**config.mk**
```make
export PLATFORM = sky130hd
export DESIGN_NAME = bscan_tap
export DESIGN_NICKNAME = d
export VERILOG_FILES = /design/src/rtl/bscan_pkg.sv /design/src/rtl/bscan_fsm.sv /design/src/rtl/bscan_ir.sv /design/src/rtl/bscan_chain.sv /design/src/rtl/bscan_tap.sv
export SDC_FILE = /design/constraint.sdc
export NUM_CORES = 1
export LEC_CHECK = 0
export CAP_MARGIN = 20
export CORE_UTILIZATION = 40
export CTS_BUF_LIST = sky130_fd_sc_hd__clkbuf_8
export DETAILED_ROUTE_END_ITERATION = 10
export DONT_BUFFER_PORTS = 1
export PLACE_DENSITY = 0.63
export SYNTH_ARGS = -nofsm -noshare
export SYNTH_HDL_FRONTEND = slang
export SYNTH_SLANG_ARGS = --single-unit
```
**constraint.sdc**
```tcl
create_clock -name tck -period 3.3 [get_ports tck]
set_input_delay 0.66 -clock tck [delete_from_list [all_inputs] [get_ports tck]]
set_output_delay 0.66 -clock tck [all_outputs]
set_load 0.02 [all_outputs]
```
**src/rtl/bscan_pkg.sv**
```systemverilog
package bscan_pkg;

  localparam int unsigned IR_W = 3;
  localparam int unsigned ID_W = 32;

  localparam logic [IR_W-1:0] OP_EXTEST = 3'b000;
  localparam logic [IR_W-1:0] OP_SAMPLE = 3'b100;
  localparam logic [IR_W-1:0] OP_IDCODE = 3'b001;
  localparam logic [IR_W-1:0] OP_SAMPLZ = 3'b010;
  localparam logic [IR_W-1:0] OP_BYPASS = 3'b111;
  localparam logic [IR_W-1:0] IR_CAPTURE = 3'b001;

  typedef enum logic [3:0] {
    ST_RESET, ST_IDLE,
    ST_SEL_DR, ST_CAP_DR, ST_SHF_DR, ST_EX1_DR, ST_PAU_DR, ST_EX2_DR, ST_UPD_DR,
    ST_SEL_IR, ST_CAP_IR, ST_SHF_IR, ST_EX1_IR, ST_PAU_IR, ST_EX2_IR, ST_UPD_IR
  } tap_state_e;

  typedef enum logic [1:0] { DR_BYP, DR_ID, DR_BSR } dr_sel_e;
  typedef enum logic [1:0] { PM_CORE, PM_EXT, PM_HIZ } pin_mode_e;

  function automatic tap_state_e tap_next(input tap_state_e s, input logic m);
    case (s)
      ST_RESET:  return m ? ST_RESET  : ST_IDLE;
      ST_IDLE:   return m ? ST_SEL_DR : ST_IDLE;
      ST_SEL_DR: return m ? ST_SEL_IR : ST_CAP_DR;
      ST_CAP_DR: return m ? ST_EX1_DR : ST_SHF_DR;
      ST_SHF_DR: return m ? ST_EX1_DR : ST_SHF_DR;
      ST_EX1_DR: return m ? ST_UPD_DR : ST_PAU_DR;
      ST_PAU_DR: return m ? ST_EX2_DR : ST_PAU_DR;
      ST_EX2_DR: return m ? ST_UPD_DR : ST_SHF_DR;
      ST_UPD_DR: return m ? ST_SEL_DR : ST_IDLE;
      ST_SEL_IR: return m ? ST_RESET  : ST_CAP_IR;
      ST_CAP_IR: return m ? ST_EX1_IR : ST_SHF_IR;
      ST_SHF_IR: return m ? ST_EX1_IR : ST_SHF_IR;
      ST_EX1_IR: return m ? ST_UPD_IR : ST_PAU_IR;
      ST_PAU_IR: return m ? ST_EX2_IR : ST_PAU_IR;
      ST_EX2_IR: return m ? ST_UPD_IR : ST_SHF_IR;
      default:   return m ? ST_SEL_DR : ST_IDLE;
    endcase
  endfunction

  function automatic dr_sel_e dr_decode(input logic [IR_W-1:0] op);
    case (op)
      OP_EXTEST, OP_SAMPLE, OP_SAMPLZ: return DR_BSR;
      OP_IDCODE:                       return DR_ID;
      default:                         return DR_BYP;
    endcase
  endfunction

  function automatic pin_mode_e pin_decode(input logic [IR_W-1:0] op);
    case (op)
      OP_EXTEST: return PM_EXT;
      OP_SAMPLZ: return PM_HIZ;
      default:   return PM_CORE;
    endcase
  endfunction

endpackage

```
**src/rtl/bscan_fsm.sv**
```systemverilog
module bscan_fsm
  import bscan_pkg::*;
(
  input  logic       tck,
  input  logic       trst_n,
  input  logic       tms,
  output tap_state_e state
);
  always_ff @(posedge tck or negedge trst_n) begin
    if (!trst_n) state <= ST_RESET;
    else         state <= tap_next(state, tms);
  end
endmodule

```
**src/rtl/bscan_ir.sv**
```systemverilog
module bscan_ir
  import bscan_pkg::*;
(
  input  logic            tck,
  input  logic            trst_n,
  input  tap_state_e      state,
  input  logic            tdi,
  output logic [IR_W-1:0] ir_sr,
  output logic [IR_W-1:0] ir_q
);
  always_ff @(posedge tck or negedge trst_n) begin
    if (!trst_n) begin
      ir_sr <= IR_CAPTURE;
      ir_q  <= OP_IDCODE;
    end else begin
      case (state)
        ST_RESET:  ir_q  <= OP_IDCODE;
        ST_CAP_IR: ir_sr <= IR_CAPTURE;
        ST_SHF_IR: ir_sr <= {tdi, ir_sr[IR_W-1:1]};
        ST_UPD_IR: ir_q  <= ir_sr;
        default:   ;
      endcase
    end
  end
endmodule

```
**src/rtl/bscan_chain.sv**
```systemverilog
module bscan_chain #(
  parameter int unsigned N_INT = 47,
  parameter int unsigned N_IN  = 33,
  parameter int unsigned N_DQ  = 18
) (
  input  logic             tck,
  input  logic             trst_n,
  input  logic             capture,
  input  logic             shift,
  input  logic             update,
  input  logic             tdi,
  input  logic [N_INT-1:0] core_obs,
  input  logic [N_IN-1:0]  pin_in,
  input  logic [N_DQ-1:0]  dq_pin_in,
  input  logic [N_DQ-1:0]  core_dq_out,
  input  logic             core_dq_oe,
  output logic             ser_out,
  output logic [N_DQ-1:0]  upd_data,
  output logic             upd_ctrl
);
  localparam int unsigned IN_BASE = N_INT;
  localparam int unsigned DQ_BASE = IN_BASE + N_IN;
  localparam int unsigned CTL_IDX = DQ_BASE + 2 * N_DQ;
  localparam int unsigned LEN     = CTL_IDX + 1;

  logic [LEN-1:0]  cap_vec;
  logic [LEN-1:0]  sr;
  logic [N_DQ-1:0] out_cells;

  assign cap_vec[IN_BASE-1:0]       = core_obs;
  assign cap_vec[DQ_BASE-1:IN_BASE] = pin_in;
  assign cap_vec[CTL_IDX]           = core_dq_oe;

  for (genvar k = 0; k < N_DQ; k++) begin : g_dq
    assign cap_vec[DQ_BASE + 2*k]     = core_dq_out[k];
    assign cap_vec[DQ_BASE + 2*k + 1] = dq_pin_in[k];
    assign out_cells[k]               = sr[DQ_BASE + 2*k];
  end

  always_ff @(posedge tck or negedge trst_n) begin
    if (!trst_n)      sr <= '0;
    else if (capture) sr <= cap_vec;
    else if (shift)   sr <= {tdi, sr[LEN-1:1]};
  end

  always_ff @(posedge tck or negedge trst_n) begin
    if (!trst_n) begin
      upd_data <= '0;
      upd_ctrl <= 1'b0;
    end else if (update) begin
      upd_data <= out_cells;
      upd_ctrl <= sr[CTL_IDX];
    end
  end

  assign ser_out = sr[0];
endmodule

```
**src/rtl/bscan_tap.sv**
```systemverilog
module bscan_tap
  import bscan_pkg::*;
#(
  parameter int unsigned     N_INT    = 47,
  parameter int unsigned     N_IN     = 33,
  parameter int unsigned     N_DQ     = 18,
  parameter logic [ID_W-1:0] ID_VALUE = 32'h0001_21B3
) (
  input  logic             tck,
  input  logic             tms,
  input  logic             tdi,
  input  logic             trst_n,
  input  logic [N_INT-1:0] core_obs,
  input  logic [N_IN-1:0]  pin_in,
  input  logic [N_DQ-1:0]  dq_pin_in,
  input  logic [N_DQ-1:0]  core_dq_out,
  input  logic             core_dq_oe,
  output logic             tdo,
  output logic             tdo_oe,
  output logic [N_DQ-1:0]  dq_out,
  output logic             dq_oe
);
  tap_state_e      state;
  logic [IR_W-1:0] ir_sr, ir_q;
  logic [ID_W-1:0] id_sr;
  logic            byp_q;
  logic            bsr_ser;
  logic [N_DQ-1:0] upd_data;
  logic            upd_ctrl;
  dr_sel_e         dr_sel;
  pin_mode_e       pin_mode;

  // named events for the checker
  wire ev_cap_dr = (state == ST_CAP_DR);
  wire ev_shf_dr = (state == ST_SHF_DR);
  wire ev_upd_dr = (state == ST_UPD_DR);
  wire ev_shift  = ev_shf_dr || (state == ST_SHF_IR);

  assign dr_sel   = dr_decode(ir_q);
  assign pin_mode = pin_decode(ir_q);

  bscan_fsm u_fsm (.tck(tck), .trst_n(trst_n), .tms(tms), .state(state));

  bscan_ir u_ir (
    .tck(tck), .trst_n(trst_n), .state(state), .tdi(tdi),
    .ir_sr(ir_sr), .ir_q(ir_q)
  );

  bscan_chain #(.N_INT(N_INT), .N_IN(N_IN), .N_DQ(N_DQ)) u_chain (
    .tck(tck), .trst_n(trst_n),
    .capture(ev_cap_dr && dr_sel == DR_BSR),
    .shift(ev_shf_dr && dr_sel == DR_BSR),
    .update(ev_upd_dr && dr_sel == DR_BSR),
    .tdi(tdi), .core_obs(core_obs), .pin_in(pin_in), .dq_pin_in(dq_pin_in),
    .core_dq_out(core_dq_out), .core_dq_oe(core_dq_oe),
    .ser_out(bsr_ser), .upd_data(upd_data), .upd_ctrl(upd_ctrl)
  );

  always_ff @(posedge tck or negedge trst_n) begin
    if (!trst_n) begin
      id_sr <= '0;
      byp_q <= 1'b0;
    end else begin
      if (ev_cap_dr && dr_sel == DR_ID)      id_sr <= ID_VALUE;
      else if (ev_shf_dr && dr_sel == DR_ID) id_sr <= {tdi, id_sr[ID_W-1:1]};
      if (ev_cap_dr && dr_sel == DR_BYP)      byp_q <= 1'b0;
      else if (ev_shf_dr && dr_sel == DR_BYP) byp_q <= tdi;
    end
  end

  logic ser_mux;
  always_comb begin
    if (state == ST_SHF_IR)      ser_mux = ir_sr[0];
    else if (dr_sel == DR_ID)    ser_mux = id_sr[0];
    else if (dr_sel == DR_BSR)   ser_mux = bsr_ser;
    else                         ser_mux = byp_q;
  end

  always_ff @(negedge tck or negedge trst_n) begin
    if (!trst_n) begin
      tdo    <= 1'b0;
      tdo_oe <= 1'b0;
    end else begin
      tdo    <= ser_mux;
      tdo_oe <= ev_shift;
    end
  end

  always_comb begin
    case (pin_mode)
      PM_EXT: begin dq_out = upd_data;    dq_oe = upd_ctrl;   end
      PM_HIZ: begin dq_out = core_dq_out; dq_oe = 1'b0;       end
      default: begin dq_out = core_dq_out; dq_oe = core_dq_oe; end
    endcase
  end
endmodule

```
==> impl_metrics.toml <==
[floorplan]
die_h_microns = 151
dieArea_sq_um = 22900
num_rows = 54
coreArea_sq_um = 21800
ios = 142
die_w_microns = 151
start_util = 0.409

[cts]
cts_setup_buffers = 0
clk_pin_slew_ns = 0.09
cts_root_buffer = "clkbuf_8"
insertion_delay_ns = 0.45
clk_path_buf_depth = 2
cts_buffers = 17
clock-sinks = 181
tritoncts = "yes"
h-tree-depth = 4

[setup_path]
end_kind = "output pin"
start_kind = "register"
critical_path_required_ns = 2.64
rrSetupSlack_ns = 0.13
worst-path-max-fanout = 1
reg2reg_depth = 3
r2r-end = "tdo"
timing.rr.start = "u_ir.ir_q[0]"
path_class = "reg2out"
worstPathArrival_ns = 2.55

[routing]
drt-wirelength-per-cell_microns = 17.8
drtAntennaViolNets = 0
vias = 4970
drt_iter0_drc = 197
firstDrtPassIters = 4
avgViaCountPerCell = 5.29
drt_wl_total_microns = 16700
drc_errors = 0

[sta]
slew_viol_final = 0
relSlewSlack = 0.644
rsz0062_at_grt = "false"
fin_ws_ns = 0.0870
final.setup.tns_ns = 0
hold_viol_final = 177
worstMarginPinSlew_ns = 0.534
holdWs_ns = -0.0965
skew_ns = 0.0477
report.final.setup_viol = 0

[place]
hpwl_microns = 10700
placed_cells = 906
gp_congestion = 0.826
dpl_worst_slack_ns = 0.203
io_buffers = 0

[synth]
netlist.area_leader.share = 0.497
syn_nets = 782
synth.distinct_cells = 43
synth_top_flop_cell = "dfrtp_1"
yosysSeqAreaShare = 0.508
synth_warnings = 0
synthCells = 660
synth_edf_count = 0
synth-async-reset-ratio = 1.00
yosys.area.top_type = "dfrtp_1"
synth.avg_cell_area_sq_um = 13.5
ys_seq_elements = 181
synth_area_leaders = "dfrtp_1, mux2_2, mux2_4, mux2i_1, nand2_1"
synth_area_sq_um = 8920

[final_layout]
fillerInstances = 1952
area_growth_pct = 7.66
final_cell_mix = "mux2_2, dfrtp_1, nand2_1"
drive_gt1_frac = 0.514
final_cells = 939
final_nets = 767
post-route-util = 0.440
final_common_cell = "mux2_2"

[global_routing]
grt_pass1_wl_microns = 26700
grt_overflow = 0
grt_pass1_vias = 5118
antenna_found_initial = 2
grt_start_max_net_pins = 182
grt_usage = 0.151

[outcome]
status = "finished with violations"
failed_checks = "negative hold slack"

[pwr]
power_density_nw_per_um2 = 782
p_leak_uw = 0.00456
ir_drop_mv = 0.288

[worst_hold_path]
holdCritPathClass = "in2async"

[run]
maxCapViolations = 0
worst max path at each step:
stage            startpoint  endpoint  slack, ns  cells after the start
3_3_place_gp   u_ir.ir_q[0]       tdo       0.22                      3
3_5_place_dp   u_ir.ir_q[0]       tdo       0.20                      3
2_1_floorplan  u_ir.ir_q[0]       tdo       0.08                      4
5_1_grt                 tdo       tdo       0.02                      0
6_report                tdo       tdo       0.09                      0
4_1_cts                 tdo       tdo       0.05                      0
cells in the mapped netlist (all sizes together) (2+ instances only):
library cell,number
o21bai,3
clkbuf,16
dfstp,2
nor2b,6
and2,2
buf,31
dfrtn,2
o22ai,2
nor2,22
nor3,3
or3,2
a211oi,2
o21ai,7
dfrtp,177
nand4,3
nand2,26
mux2i,17
inv,19
mux2,288
nor3b,3
a21oi,9
cell type report:
type	count	area [sq um]	share of cell area
flip-flops and latches	181	4530	0.472
multi-input cells	413	4090	0.426
well taps	280	350	0.0365
clock buffers	19	262	0.0272
repair buffers	13	148	0.0154
clock inverters	13	146	0.0152
inverters	19	71.3	0.00743
diodes	1	2.50	0.000261
layer usage:
metal / vias to the layer above / wire length, microns / global-route usage
li1: 2308 / - / -
met1: 2552 / 7220 / 0.186
met2: 93 / 8360 / 0.248
met3: 15 / 829 / 0.0521
met4: 2 / 253 / 0.0445
met5: - / 17 / 0
worst reg2reg max path, stage by stage (launching register included):
cell and delay (ns):
dfstp_2 0.62, nor2_1 0.09, or3_1 0.35, a32o_1 0.26
power by group:
part	total [uW]	internal (uW)	switching, uW
clock	1570	724	843
sequential	3360	2960	401
combinational	2580	1550	1030
total	7510	5230	2280
state kept, by name (all words and copies together), names as in the netlist:
register	cells
u_fsm.state	4
byp_q	1
u_chain.upd_data	18
u_chain.sr	117
u_chain.upd_ctrl	1
id_sr	32
u_ir.ir_sr	3
tdo_oe	1
tdo	1
u_ir.ir_q	3
metrics by stage:
| stage | total power, uW | instance area, sq um |
|---|---|---|
| finish | 7510 | 9600 |
| global route | 8010 | 9600 |
| CTS | 7610 | 9600 |
| detailed placement | 6010 | 9190 |
| global placement | 5860 | 9190 |
| floorplan | 5550 | 8920 |
cell families (layout without fill, tap and decap cells):
group                    Yosys count  after routing  share of synthesized area
multiplexers                     305            305                      0.389
flip-flops                       181            181                      0.508
AND/OR/NAND/NOR                   78             78                     0.0445
buffers and inverters             66             64                     0.0349
AO/OA/AOI/OAI                     29             29                     0.0226
adder cells (fa/ha/maj)            1              1                    0.00140
other                              0              1                          0
what timing repair did:
item / in CTS / in global routing
setup endpoints to repair: 0 / 0
endpoints found under the hold margin: 177 / 177
gates resized for setup: 0 / 0
Note: power is estimated with default switching activity, not from simulation.
